--- config.mk ---
export PLATFORM = sky130hd
export DESIGN_NAME = dispatch_ctrl
export DESIGN_NICKNAME = d
export VERILOG_FILES = /design/src/rtl/dispatch_ctrl.sv
export SDC_FILE = /design/constraint.sdc
export NUM_CORES = 1
export LEC_CHECK = 0
export ABC_AREA = 1
export BUFFER_PORTS_ARGS = -buffer_cell sky130_fd_sc_hd__buf_2
export CAP_MARGIN = 10
export CORE_MARGIN = 8
export CORE_UTILIZATION = 40
export CTS_CLUSTER_SIZE = 40
export DETAILED_ROUTE_END_ITERATION = 10
export PLACE_DENSITY_LB_ADDON = 0.12
export SLEW_MARGIN = 20
export SYNTH_ARGS = -nofsm -noshare
export SYNTH_HDL_FRONTEND = slang
export SYNTH_SLANG_ARGS = --single-unit
--- constraint.sdc ---
create_clock -name clk -period 2.85 [get_ports clk]
set_input_delay 0.285 -clock clk [delete_from_list [all_inputs] [get_ports clk]]
set_output_delay 0.285 -clock clk [all_outputs]
set_load 0.005 [all_outputs]
--- src/rtl/dispatch_ctrl.sv ---
module dispatch_ctrl #(
  parameter int DISPATCH_WIDTH = 4,
  parameter int UOP_W          = 4,
  parameter int NUM_DST        = 2,
  parameter int NUM_SRC        = 2,
  parameter int REG_W          = 6,
  parameter int NUM_FILES      = 2,
  parameter int FREE_W         = 6,
  parameter int ROB_DEPTH      = 32,
  localparam int FILE_W        = (NUM_FILES > 1) ? $clog2(NUM_FILES) : 1,
  localparam int CNT_W         = $clog2(NUM_DST + 1),
  localparam int ROB_W         = $clog2(ROB_DEPTH),
  localparam int RBF_W         = $clog2(ROB_DEPTH + 1)
) (
  input  logic                       clk,
  input  logic                       rst_n,
  input  logic                       in_valid,
  output logic                       in_ready,
  input  logic [UOP_W-1:0]           in_uops,
  input  logic                       in_zero_lat,
  input  logic [NUM_DST-1:0]         in_dst_valid,
  input  logic [NUM_DST*FILE_W-1:0]  in_dst_file,
  input  logic [NUM_DST*REG_W-1:0]   in_dst_reg,
  input  logic [NUM_SRC-1:0]         in_src_valid,
  input  logic [NUM_SRC*REG_W-1:0]   in_src_reg,
  input  logic [NUM_FILES*FREE_W-1:0] rf_free,
  input  logic [RBF_W-1:0]           rob_free,
  input  logic                       sched_ready,
  output logic                       disp_valid,
  output logic [ROB_W-1:0]           disp_rob_idx,
  output logic [UOP_W-1:0]           disp_uops,
  output logic                       disp_zero_lat,
  output logic [NUM_DST-1:0]         disp_dst_alloc,
  output logic [NUM_DST*REG_W-1:0]   disp_dst_reg,
  output logic [NUM_SRC-1:0]         disp_src_track,
  output logic [NUM_SRC*REG_W-1:0]   disp_src_reg,
  output logic [NUM_FILES*CNT_W-1:0] rf_alloc_cnt,
  output logic                       stall_valid,
  output logic [1:0]                 stall_cause,
  output logic                       evt_disp_valid,
  output logic [NUM_FILES*CNT_W-1:0] evt_disp_regs,
  input  logic                       ret_valid,
  input  logic                       ret_zero_lat,
  input  logic [NUM_DST-1:0]         ret_dst_valid,
  input  logic [NUM_DST*FILE_W-1:0]  ret_dst_file,
  output logic                       evt_ret_valid,
  output logic [NUM_FILES*CNT_W-1:0] evt_ret_regs
);

  localparam logic [1:0] C_CARRY = 2'd0;
  localparam logic [1:0] C_RF    = 2'd1;
  localparam logic [1:0] C_ROB   = 2'd2;
  localparam logic [1:0] C_SCHED = 2'd3;

  logic [UOP_W-1:0]           carry_q;
  logic [ROB_W-1:0]           tail_q;
  logic [NUM_FILES*CNT_W-1:0] need, freed;
  logic                       rf_ok, rob_ok, busy, fire;
  logic                       wide;

  always_comb begin
    need  = '0;
    freed = '0;
    for (int f = 0; f < NUM_FILES; f++) begin
      for (int d = 0; d < NUM_DST; d++) begin
        if (in_dst_valid[d] && !in_zero_lat &&
            in_dst_file[d*FILE_W +: FILE_W] == FILE_W'(f))
          need[f*CNT_W +: CNT_W] = need[f*CNT_W +: CNT_W] + CNT_W'(1);
        if (ret_dst_valid[d] && !ret_zero_lat &&
            ret_dst_file[d*FILE_W +: FILE_W] == FILE_W'(f))
          freed[f*CNT_W +: CNT_W] = freed[f*CNT_W +: CNT_W] + CNT_W'(1);
      end
    end
  end

  always_comb begin
    rf_ok = 1'b1;
    for (int f = 0; f < NUM_FILES; f++)
      if (FREE_W'(need[f*CNT_W +: CNT_W]) > rf_free[f*FREE_W +: FREE_W])
        rf_ok = 1'b0;
  end

  assign busy   = (carry_q != '0);
  assign rob_ok = int'(rob_free) >= int'(in_uops);
  assign fire   = in_valid && !busy && rf_ok && rob_ok && sched_ready;
  assign wide   = int'(in_uops) > DISPATCH_WIDTH;

  assign in_ready       = fire;
  assign disp_valid     = fire;
  assign disp_rob_idx   = tail_q;
  assign disp_uops      = in_uops;
  assign disp_zero_lat  = in_zero_lat;
  assign disp_dst_alloc = in_zero_lat ? '0 : in_dst_valid;
  assign disp_src_track = in_zero_lat ? '0 : in_src_valid;
  assign disp_dst_reg   = in_dst_reg;
  assign disp_src_reg   = in_src_reg;
  assign rf_alloc_cnt   = fire ? need : '0;

  assign stall_valid = in_valid && !fire;
  assign stall_cause = busy    ? C_CARRY :
                       !rf_ok  ? C_RF    :
                       !rob_ok ? C_ROB   : C_SCHED;

  always_ff @(posedge clk) begin
    if (!rst_n) begin
      carry_q <= '0;
    end else if (busy) begin
      carry_q <= (int'(carry_q) > DISPATCH_WIDTH) ?
                 carry_q - UOP_W'(DISPATCH_WIDTH) : '0;
    end else if (fire && wide) begin
      carry_q <= in_uops - UOP_W'(DISPATCH_WIDTH);
    end
  end

  always_ff @(posedge clk) begin
    if (!rst_n) begin
      tail_q <= '0;
    end else if (fire) begin
      if (int'(tail_q) + int'(in_uops) >= ROB_DEPTH)
        tail_q <= ROB_W'(int'(tail_q) + int'(in_uops) - ROB_DEPTH);
      else
        tail_q <= ROB_W'(int'(tail_q) + int'(in_uops));
    end
  end

  always_ff @(posedge clk) begin
    if (!rst_n) begin
      evt_disp_valid <= 1'b0;
      evt_disp_regs  <= '0;
      evt_ret_valid  <= 1'b0;
      evt_ret_regs   <= '0;
    end else begin
      evt_disp_valid <= fire;
      evt_disp_regs  <= fire ? need : '0;
      evt_ret_valid  <= ret_valid;
      evt_ret_regs   <= ret_valid ? freed : '0;
    end
  end

endmodule


==> metrics.md, run 1 <==
| Metric | Value |
|---|---|
| Status | completed |
| RSZ-0062 raised after global routing | no |
| 1st-iter DRT viols | 76 |
| Final worst path period need | 2470 ps |
| Slew margin rel. | a little over 80% |
| Core area | 3720 um^2 |
| Cell Area, Synth | between 1500 and 2000 um^2 |
| CTS tree | built |
| Clk Latency, worst-skew pair | 270 ps |
| Multi-input gate area | about 790 um^2 |
| Synth area leader | dfxtp_1 |
| Hold Path Stages | 3 |
| Max incr delay on CP | ~260 ps |
| DR vias/cell | 4.48 |
| Setup Buffers After CTS | 0 |
| Cells after Synth | roughly 220 |
| # fillers | roughly 400 |
| Count of state elements after synthesis | 19 |
| Global Route met1 Usage | roughly 12% |
| Max Fclk | roughly 400 MHz |
| Startpoint types | primary input |
| Initial cell density of the core | 42.1% |
| DR vias | between 1k and 1.5k |
| Nets@finish | ~340 |
| DP HPWL | about 3300 um |
| GR Util met2 | ~22% |
| GP Congestion | roughly 0.74 |
| Post-route ant nets | 0 |
| Net count after synthesis | roughly 300 |
| Family with the most delay on the worst path | simple AND/OR/NAND/NOR gates |
| Most instantiated library cell after synthesis | inv_1 |
| First-pass DRT Iterations | 4 |
| Post_cts resized | 0 |
| Finished Core Util | 48.3% |
| Ports | 120 |
| Largest net degree at the start of global routing | 13 |
| First-pass GRT wire length | between 6000 and 7000 um |
| Setup Crit Path Kind | in2out |
| Max clock buf depth | 2 |
| Top cell type's share of synthesized area | between 20% and 30% |
| Final Hold Viols | 0 |
| Reg2Reg Depth | 9 |
| Max-Cap Viols | 0 |
| Syn. warnings | 0 |
| Clock Sinks | 19 |
| Ant diodes | 0 |
| Post-synth EDFFs | 0 |
| Reg clk slew, reported paths | around 80 ps |
| CP max stage cell | ha_1 |
| Most common cell on crit path | nand2_1 |
| Max Fanout on Critical Path | 11 |
| DIE AREA | between 6000 and 7000 um^2 |
| Crit end category | output port |
| Vias in the first global route | 1375 |
| Congestion Overflow GR | 0 |
| Ys flop type | dfxtp_1 |
| Final wirelength | about 3800 um |
| Area Overhead vs Synth | 14.7% |
| Top Usage Layer GRT | met2 |
| Crit path buf inv count | 4 |
| Post-synth cell types | 31 |
| Final Skew | just under 5 ps |
| Leak pwr | 0.00101 uW |
| Reg area | between 300 and 400 um^2 |
| Power density cells | between 500 and 600 nW/um^2 |
| Total GRT Usage | approximately an eighth |
| Ys async rst share | 0% |
| CP Depth | 15 |
| Syn Area/Cell | 7.24 um^2 |
| Max IR drop VDD | 411 uV |
| Fin crit share | about 87% |
| Post-synth top cells | inv_1 (35), nand2_1 (32), buf_4 (30), nor2_1 (28), dfxtp_1 (19) |
| Share of the yosys chip area belonging to registers | between 20% and 30% |
| Routed WL per cell | 12.5 um |
| H-Tree Depth | 1 |
| Total CTS buffers | 3 |
| Die width | between 70 and 80 um |
| Met3 Use GR | around 5.8% |
| Drt drc | 0 |
| Worst Max-Slew Pin Slew | ~280 ps |
| Initial antenna violation count | 0 |
| Final setup fails | 0 |
| Row count | 22 |
| Layout cells sized above 1 | 37.1% |
| Root Driver | clkbuf_8 |
| Fin. max-slew vios | 0 |
| Hold Buf Count CTS | 0 |
| CP arrival | approximately 2200 ps |
| Worst path cell trace | buf_2 > nor3_1 > ha_1 > inv_1 > ha_1 > nand2_1 > nand2_1 > nor2_1 > nand2_1 > nand2_1 > nor2_4 > nand2_4 > clkinv_8 > nor2_1 > buf_2 |
| Port bufs | 71 |
| DIE HEIGHT | 78.5 um |
| Setup TNS Final | 0 ps |
| Area contributors post-synth | dfxtp_1 (24%), buf_4 (14%), ha_1 (12%), inv_1 (8.4%), nand2_1 (7.7%) |
| Worst Path Required | between 2000 and 3000 ps |
| Hold Crit Class | in2reg |
==> cell families (layout without fill, tap and decap cells) <==
group	Yosys count	in the layout	share of synthesized area, %
AOI/OAI and AO/OA	23	23	8.96
and+or+nand+nor	85	85	27.0
adders and majority gates	16	16	13.3
DFF	19	19	24.3
buffers and inverters	71	114	25.3
xor gates and xnor gates	2	2	1.12
==> registers in the layout, summed over array words and instances, names as in the netlist <==
register,flops
evt_ret_valid,1
evt_ret_regs,4
evt_disp_valid,1
disp_rob_idx,5
evt_disp_regs,4
carry_q,4
==> placed cells by master, fill, tap and decap left out, types with 2 or more instances in the layout <==
cell / n
buf_2: 71
inv_1: 35
nand2_1: 32
nor2_1: 28
dfxtp_1: 19
ha_1: 15
o21ai_0: 8
a21oi_1: 8
a21oi_2: 4
nor2_2: 4
nor3_1: 4
nand3_1: 3
nand4_1: 3
clkbuf_8: 3
inv_2: 2
nor2_4: 2
nor3b_1: 2
xnor2_1: 2
o21ai_2: 2
==> layout make-up <==
type	instances	share of cell area (%)
well taps	48	3.35
clock buffers	3	2.30
clock inverters	1	0.418
multi-input cells	126	43.9
repair buffers	71	19.8
inverters	39	9.00
flip-flops and latches	19	21.2
==> power by group <==
part / total [uW] / internal, uW / switching (uW)
Sequential: 325 / 297 / 27.4
Combinational: 406 / 171 / 235
Clock: 201 / 98.8 / 102
==> layer usage <==
metal | part of all wire (%) | vias up
met3 | 11 | 23
met4 | 3.2 | 0
met5 | 0 | -
met1 | 38 | 577
met2 | 49 | 45
li1 | - | 729
==> final timing paths <==
path                                start                            to  slack, ps
min                             ret_valid      evt_ret_valid$_SDFF_PN0_        290
min reg2reg       carry_q[0]$_SDFFE_PN0P_       carry_q[0]$_SDFFE_PN0P_        510
max reg2reg  disp_rob_idx[0]$_SDFFE_PN0P_  disp_rob_idx[4]$_SDFFE_PN0P_       1230
max                           in_zero_lat                   stall_valid        380
==> tightest hold or removal path, delay by kind of cell <==
family	cells	cell delay [ps]
and+or+nand+nor	1	80
buffers and inverters	2	150
==> through the flow <==
step	cells	hold slack (ps)	worst slack (ps)	total power [uW]	instance area (um^2)
3_5_place_dp	303	501	359	743	1750
4_1_cts	307	283	355	952	1790
5_1_grt	307	307	127	1020	1790
3_3_place_gp	303	497	406	745	1750
6_report	307	288	378	932	1790
2_1_floorplan	216	445	574	651	1560
(Power assumes the default switching activity.)
==> run 2: changes to the inputs <==
Settings changed: CORE_UTILIZATION 40 to 43.
Clock period 2.85 ns to 3 ns, I/O delays scaled along.
==> metrics.md, run 2 (same netlist as run 1, synthesis figures left out) <==
| Metric | Value |
|---|---|
| Layout cells sized above 1 | 37.1% (unchanged) |
| Cell count after placement | 303 (unchanged) |
| Worst path cell trace | buf_2 > nor3_1 > ha_1 > inv_1 > ha_1 > nand2_1 > nand2_1 > nor2_1 > nand2_1 > nand2_1 > nor2_4 > nand2_4 > clkinv_8 > nor2_1 > buf_2 (unchanged) |
| Core area | 3580 um^2 (was 3720 um^2) |
| DP HPWL | 3220 um (was 3300 um) |
| First-pass DRT Iterations | 4 (unchanged) |
| Setup Buffers After CTS | 0 (unchanged) |
| Fin crit share | 83.4% |
| Clk Latency, worst-skew pair | 300 ps (was 270 ps) |
| First-pass GRT wire length | 6540 um (was 6350 um) |
| Setup slack after layout | 499 ps (was 378 ps) |
| Worst Path Required | 2700 ps (was 2570 ps) |
| RSZ-0062 raised after global routing | no (unchanged) |
| Hold Crit Class | in2reg (unchanged) |
| Vias in the first global route | 1507 (was 1375) |
| Power density cells | 471 nW/um^2 (was 519 nW/um^2) |
| Die width | 76.3 um (was 78.5 um) |
| Final Hold Viols | 0 (unchanged) |
| Routed WL per cell | 12.4 um (was 12.5 um) |
| Final worst path period need | ~2500 ps |
| Largest net degree at the start of global routing | 12 (was 13) |
| DIE AREA | 5820 um^2 (was 6170 um^2) |
| Max Fclk | 400 MHz |
| GP Congestion | 0.781 (was 0.740) |
| Max clock buf depth | 2 (unchanged) |
| CP max stage cell | ha_1 (unchanged) |
| DR vias/cell | 4.50 (was 4.48) |
| Total GRT Usage | 13.1% (was 12.3%) |
| Setup Crit Path Kind | in2out (unchanged) |
| Final wirelength | 3810 um (was 3830 um) |
| Status | completed (unchanged) |
| Post_cts resized | 0 (unchanged) |
| Worst Max-Slew Pin Slew | 292 ps (was 276 ps) |
| Max-Cap Viols | 0 (unchanged) |
| Port bufs | 71 (unchanged) |
| Setup TNS Final | 0 ps (unchanged) |
| Total CTS buffers | 3 (unchanged) |
| Reg clk slew, reported paths | 120 ps (was 80 ps) |
| Final setup fails | 0 (unchanged) |
| Largest register FFs | 5 (unchanged) |
| Hold Buf Count CTS | 0 (unchanged) |
| Area Overhead vs Synth | 13.4% (was 14.7%) |
| CP arrival | 2200 ps (was 2190 ps) |
| Family with the most delay on the worst path | simple AND/OR/NAND/NOR gates (unchanged) |
| Ant diodes | 0 (unchanged) |
| Worst slack, placed | 505 ps (was 359 ps) |
| # fillers | 390 (was 405) |
| CTS tree | built (unchanged) |
| Post-route ant nets | 0 (unchanged) |
| Drt drc | 0 (unchanged) |
| Initial antenna violation count | 0 (unchanged) |
| Max incr delay on CP | 260 ps (about the same) |
| Max Fanout on Critical Path | 11 (unchanged) |
| Nets@finish | 339 (unchanged) |
| Crit end category | output port (unchanged) |
| 1st-iter DRT viols | 34 (was 76) |
| DIE HEIGHT | 76.3 um (was 78.5 um) |
| Tot Pwr | 835 uW (was 932 uW) |
| Root Driver | clkbuf_4 (was clkbuf_8) |
| Non-Filler Instances | 307 (unchanged) |
| H-Tree Depth | 1 (unchanged) |
| Startpoint types | primary input (unchanged) |
| Initial cell density of the core | 43.7% (was 42.1%) |
| Crit path buf inv count | 4 (unchanged) |
| Row count | 22 (unchanged) |
| Most frequent cells in the layout | buf_2 (71), inv_1 (35), nand2_1 (32) (unchanged) |
| Congestion Overflow GR | 0 (unchanged) |
| Ports | 120 (unchanged) |
| Fin. max-slew vios | 0 (unchanged) |
| Leak pwr | 0.00101 uW (about the same) |
| Clock Sinks | 19 (unchanged) |
| Commonest non-fill, non-tap cell in the layout | buf_2 (unchanged) |
| Max IR drop VDD | 167 uV (was 411 uV) |
| DR vias | 1380 (was 1374) |
| Final Skew | 2.08 ps (was 4.95 ps) |
| Slew margin rel. | 80.4% (was 81.6%) |
| Most common cell on crit path | nand2_1 (unchanged) |
## run 2: cell types whose count changed in the layout (fill, tap and decap cells not counted), sizes merged
cell / before / now
clkinvlp: 1 / 0
clkinv: 1 / 2
## run 2: power breakdown
part           internal (uW)  switching, uW
logic                    163            227
registers                282           25.5
clock network           49.7           87.3
total                    495            340
## run 2: cell type report
cell class / count / area, um^2 / area share [%]
clock buffer: 3 / 22.5 / 1.27
inverter: 39 / 161 / 9.10
sequential: 19 / 380 / 21.5
tap: 48 / 60.1 / 3.39
clock inverter: 1 / 5.00 / 0.282
timing repair buffer: 71 / 355 / 20.0
multi-input combinational: 126 / 788 / 44.5
## run 2: worst min-delay path: cells and delay by family
kind / cells / cell delay (ps)
buffers and inverters: 2 / 150
and+or+nand+nor: 2 / 100
## run 2: path summary, 6_finish.rpt
kind	cells after the start	endpoint	slack [ps]	startpoint
min reg2reg	2	carry_q[0]$_SDFFE_PN0P_	510	carry_q[0]$_SDFFE_PN0P_
max	15	stall_valid	500	in_zero_lat
max reg2reg	9	disp_rob_idx[4]$_SDFFE_PN0P_	1390	disp_rob_idx[0]$_SDFFE_PN0P_
min	4	evt_ret_regs[1]$_SDFF_PN0_	270	ret_dst_file[0]
## run 2: metrics by stage
stage | utilization (%) | hold WS [ps] | instance area [um^2]
after floorplan | - | 460 | 1560
after global placement | 48.8 | 499 | 1750
after detailed placement | 48.8 | 496 | 1750
after CTS | 49.5 | 259 | 1770
after global routing | 49.5 | 273 | 1770
final | 49.5 | 268 | 1770
## run 2: per-layer routing
metal / vias up / GRT usage [%] / part of all wire [%]
li1: 728 / - / -
met1: 575 / 14.1 / 42
met2: 61 / 22.2 / 48
met3: 16 / 4.48 / 7.5
met4: 0 / 6.15 / 2.3
met5: - / 2.73 / 0
==> run 3: changes to the inputs <==
Settings changed: ABC_AREA 1 to 0, CORE_UTILIZATION 43 to 34.
Clock period 3 ns to 2 ns, I/O delays scaled along.
==> metrics.md, run 3 <==
| Metric | Value |
|---|---|
| Status | complete, but fails checks (was completed) |
| Failing checks | negative setup slack |
| Hold Buf Count CTS | 0 (unchanged) |
| Drt drc | 0 (unchanged) |
| Nets@finish | 304 (was 339) |
| Fin crit share | 106% |
| Ys flop type | dfxtp_1 (unchanged) |
| Congestion Overflow GR | 0 (unchanged) |
| Met2 Wirelength | 2120 um (was 1830 um) |
| Final Skew | 1.70 ps (was 2.08 ps) |
| Leak pwr | 0.00103 uW (was 0.00101 uW) |
| Ant diodes | 0 (unchanged) |
| Routed WL per cell | 14.6 um (was 12.4 um) |
| Tot Pwr | 959 uW (was 835 uW) |
| Max Fclk | between 400 and 500 MHz |
| Min Hold Slack | 153 ps (was 268 ps) |
| Max-Cap Viols | 0 (unchanged) |
| Most instantiated library cell after synthesis | buf_4 (was inv_1) |
| Max clock buf depth | 2 (unchanged) |
| Final worst path period need | between 2000 and 2500 ps |
| DP HPWL | 3270 um (was 3220 um) |
| 1st-iter DRT viols | 23 (was 34) |
| Slew margin rel. | 63.9% (was 80.4%) |
| Final wirelength | 4010 um (was 3810 um) |
| DR vias/cell | 4.64 (was 4.50) |
| Largest register FFs | 5 (unchanged) |
| Max IR drop VDD | 221 uV (was 167 uV) |
| Post-synth top cells | buf_4 (30), dfxtp_1 (19), ha_1 (15), nor2b_1 (13), nand2_1 (12) (was inv_1 (35), nand2_1 (32), buf_4 (30), nor2_1 (28), dfxtp_1 (19)) |
| Worst Path Required | 1800 ps (was 2700 ps) |
| Die width | 80.0 um (was 76.3 um) |
| Syn. warnings | 0 (unchanged) |
| Net count after synthesis | 241 (was 295) |
| CTS tree | built (unchanged) |
| Syn Area/Cell | 8.59 um^2 (was 7.24 um^2) |
| Top sig layer | met4 (unchanged) |
| GP Congestion | 0.819 (was 0.781) |
| Clock Sinks | 19 (unchanged) |
| Clk Latency, worst-skew pair | 250 ps (was 300 ps) |
| # fillers | 392 (was 390) |
| Root Driver | clkbuf_8 (was clkbuf_4) |
| Count of state elements after synthesis | 19 (unchanged) |
| Crit end category | output port (unchanged) |
| Post-synth EDFFs | 0 (unchanged) |
| Setup Crit Path Kind | in2out (unchanged) |
| Met3 Wirelength | 369 um (was 286 um) |
| Final Hold Viols | 0 (unchanged) |
| Max Fanout on Critical Path | 5 (was 11) |
| Finished Core Util | 49.8% (was 49.5%) |
| Cells after Synth | 162 (was 216) |
| CP arrival | 1910 ps (was 2200 ps) |
| Total GRT Usage | 12.2% (was 13.1%) |
| Initial antenna violation count | 0 (unchanged) |
| Final setup fails | 7 (was 0) |
| Met1 WL | 1420 um (was 1610 um) |
| Synth area leader | dfxtp_1 (unchanged) |
| Setup TNS Final | -658 ps (was 0 ps) |
| Row count | 23 (was 22) |
| Area contributors post-synth | dfxtp_1 (27%), buf_4 (16%), ha_1 (13%), nor2b_1 (5.8%), nand2_1 (3.2%) (was dfxtp_1 (24%), buf_4 (14%), ha_1 (12%), inv_1 (8.4%), nand2_1 (7.7%)) |
| H-Tree Depth | 1 (unchanged) |
| Placed Area | 1660 um^2 (was 1750 um^2) |
| Most frequent cells in the layout | buf_2 (63), dfxtp_1 (19), buf_4 (18) (was buf_2 (71), inv_1 (35), nand2_1 (32)) |
| Reg clk slew, reported paths | 70 ps (was 120 ps) |
| Layout cells sized above 1 | 54.0% (was 37.1%) |
| Power density cells | 485 nW/um^2 (was 471 nW/um^2) |
| Share of the yosys chip area belonging to registers | 27.3% (was 24.3%) |
| Startpoint types | primary input (unchanged) |
| RSZ-0062 raised after global routing | yes (was no) |
| Total CTS buffers | 3 (unchanged) |
| Finished Cell Area | 1980 um^2 (was 1770 um^2) |
| Hold Crit Class | in2reg (unchanged) |
| DIE AREA | 6400 um^2 (was 5820 um^2) |
| Post-synth cell types | 35 (was 31) |
| Port bufs | 71 (unchanged) |
| DR vias | 1271 (was 1380) |
| Ys async rst share | 0% (unchanged) |
| Area Overhead vs Synth | 42.1% (was 13.4%) |
| Cell Area, Synth | 1390 um^2 (was 1560 um^2) |
| Initial cell density of the core | 35.0% (was 43.7%) |
| Commonest non-fill, non-tap cell in the layout | buf_2 (unchanged) |
| Ports | 120 (unchanged) |
| Top cell type's share of synthesized area | 27.3% (was 24.3%) |
| Largest net degree at the start of global routing | 19 (was 12) |
| Fin. max-slew vios | 0 (unchanged) |
| First-pass DRT Iterations | 4 (unchanged) |
| Vias in the first global route | 1398 (was 1507) |
| First-pass GRT wire length | 6270 um (was 6540 um) |
| Worst Max-Slew Pin Slew | 538 ps (was 292 ps) |
| Post-route ant nets | 0 (unchanged) |
| Setup slack after layout | -113 ps (was 499 ps) |
| Core area | 3970 um^2 (was 3580 um^2) |
| DIE HEIGHT | 80.0 um (was 76.3 um) |
## run 3: path summary, 6_finish.rpt
path	from	end	slack, ps	cells past startpoint
worst max register to register	carry_q[3]$_SDFFE_PN0P_	disp_rob_idx[4]$_SDFFE_PN0P_	210	7
worst min register to register	disp_rob_idx[4]$_SDFFE_PN0P_	disp_rob_idx[4]$_SDFFE_PN0P_	480	2
worst min-delay path	ret_dst_file[1]	evt_ret_regs[1]$_SDFF_PN0_	150	2
worst max-delay path	in_zero_lat	rf_alloc_cnt[0]	-110	11
## run 3: logic make-up (layout without fill, tap and decap cells)
family / Yosys count / after routing / share of synthesized area [%]
and+or+nand+nor: 58 / 58 / 22.8
xor gates and xnor gates: 4 / 4 / 2.52
buffers and inverters: 44 / 106 / 20.6
muxes: 1 / 1 / 0.719
DFF: 19 / 19 / 27.3
adders and majority gates: 16 / 16 / 14.9
AOI/OAI and AO/OA: 20 / 20 / 11.1
## run 3: metal layers
metal  global-route usage (%)  vias to the layer above
met3                     4.62                       20
li1                         -                      639
met5                        0                        -
met2                     22.7                       55
met1                     11.3                      557
met4                     6.00                        0
## run 3: critical path: stages
cell and delay, ps:
buf_8 110, nor2b_4 120, nor2b_4 170, ha_4 150
ha_4 200, nor2b_4 120, o211ai_1 220, and4_4 280
buf_6 120, and2_4 140, buf_6 90
## run 3: final cells by class
type                            instances  area (um^2)  share of cell area, %
Multi-Input combinational cell         99          868                   43.9
Timing Repair Buffer                   92          578                   29.2
Sequential cell                        19          380                   19.2
Tap cell                               50         62.6                   3.16
Clock buffer                            4         45.0                   2.28
Inverter                               10         42.5                   2.15
## run 3: stage by stage
stage | worst slack (ps) | cells
floorplan | 0.407 | 162
global placement | -232 | 262
detailed placement | -293 | 262
CTS | -150 | 271
global route | -188 | 274
finish | -113 | 274
## run 3: where the power goes
group / switching [uW] / internal, uW / leakage, uW / total [uW]
Clock: 114 / 141 / 0.0000228 / 255
Combinational: 131 / 171 / 0.000856 / 302
Sequential: 8.91 / 393 / 0.000154 / 401
## run 3: timing repair
| item | in CTS | in global routing |
|---|---|---|
| resized for setup | 28 | 18 |
| pin swaps | 11 | 11 |
| setup endpoints to repair | 11 | 17 |
| buffers inserted | 4 | 3 |
| cloned | 1 | 0 |
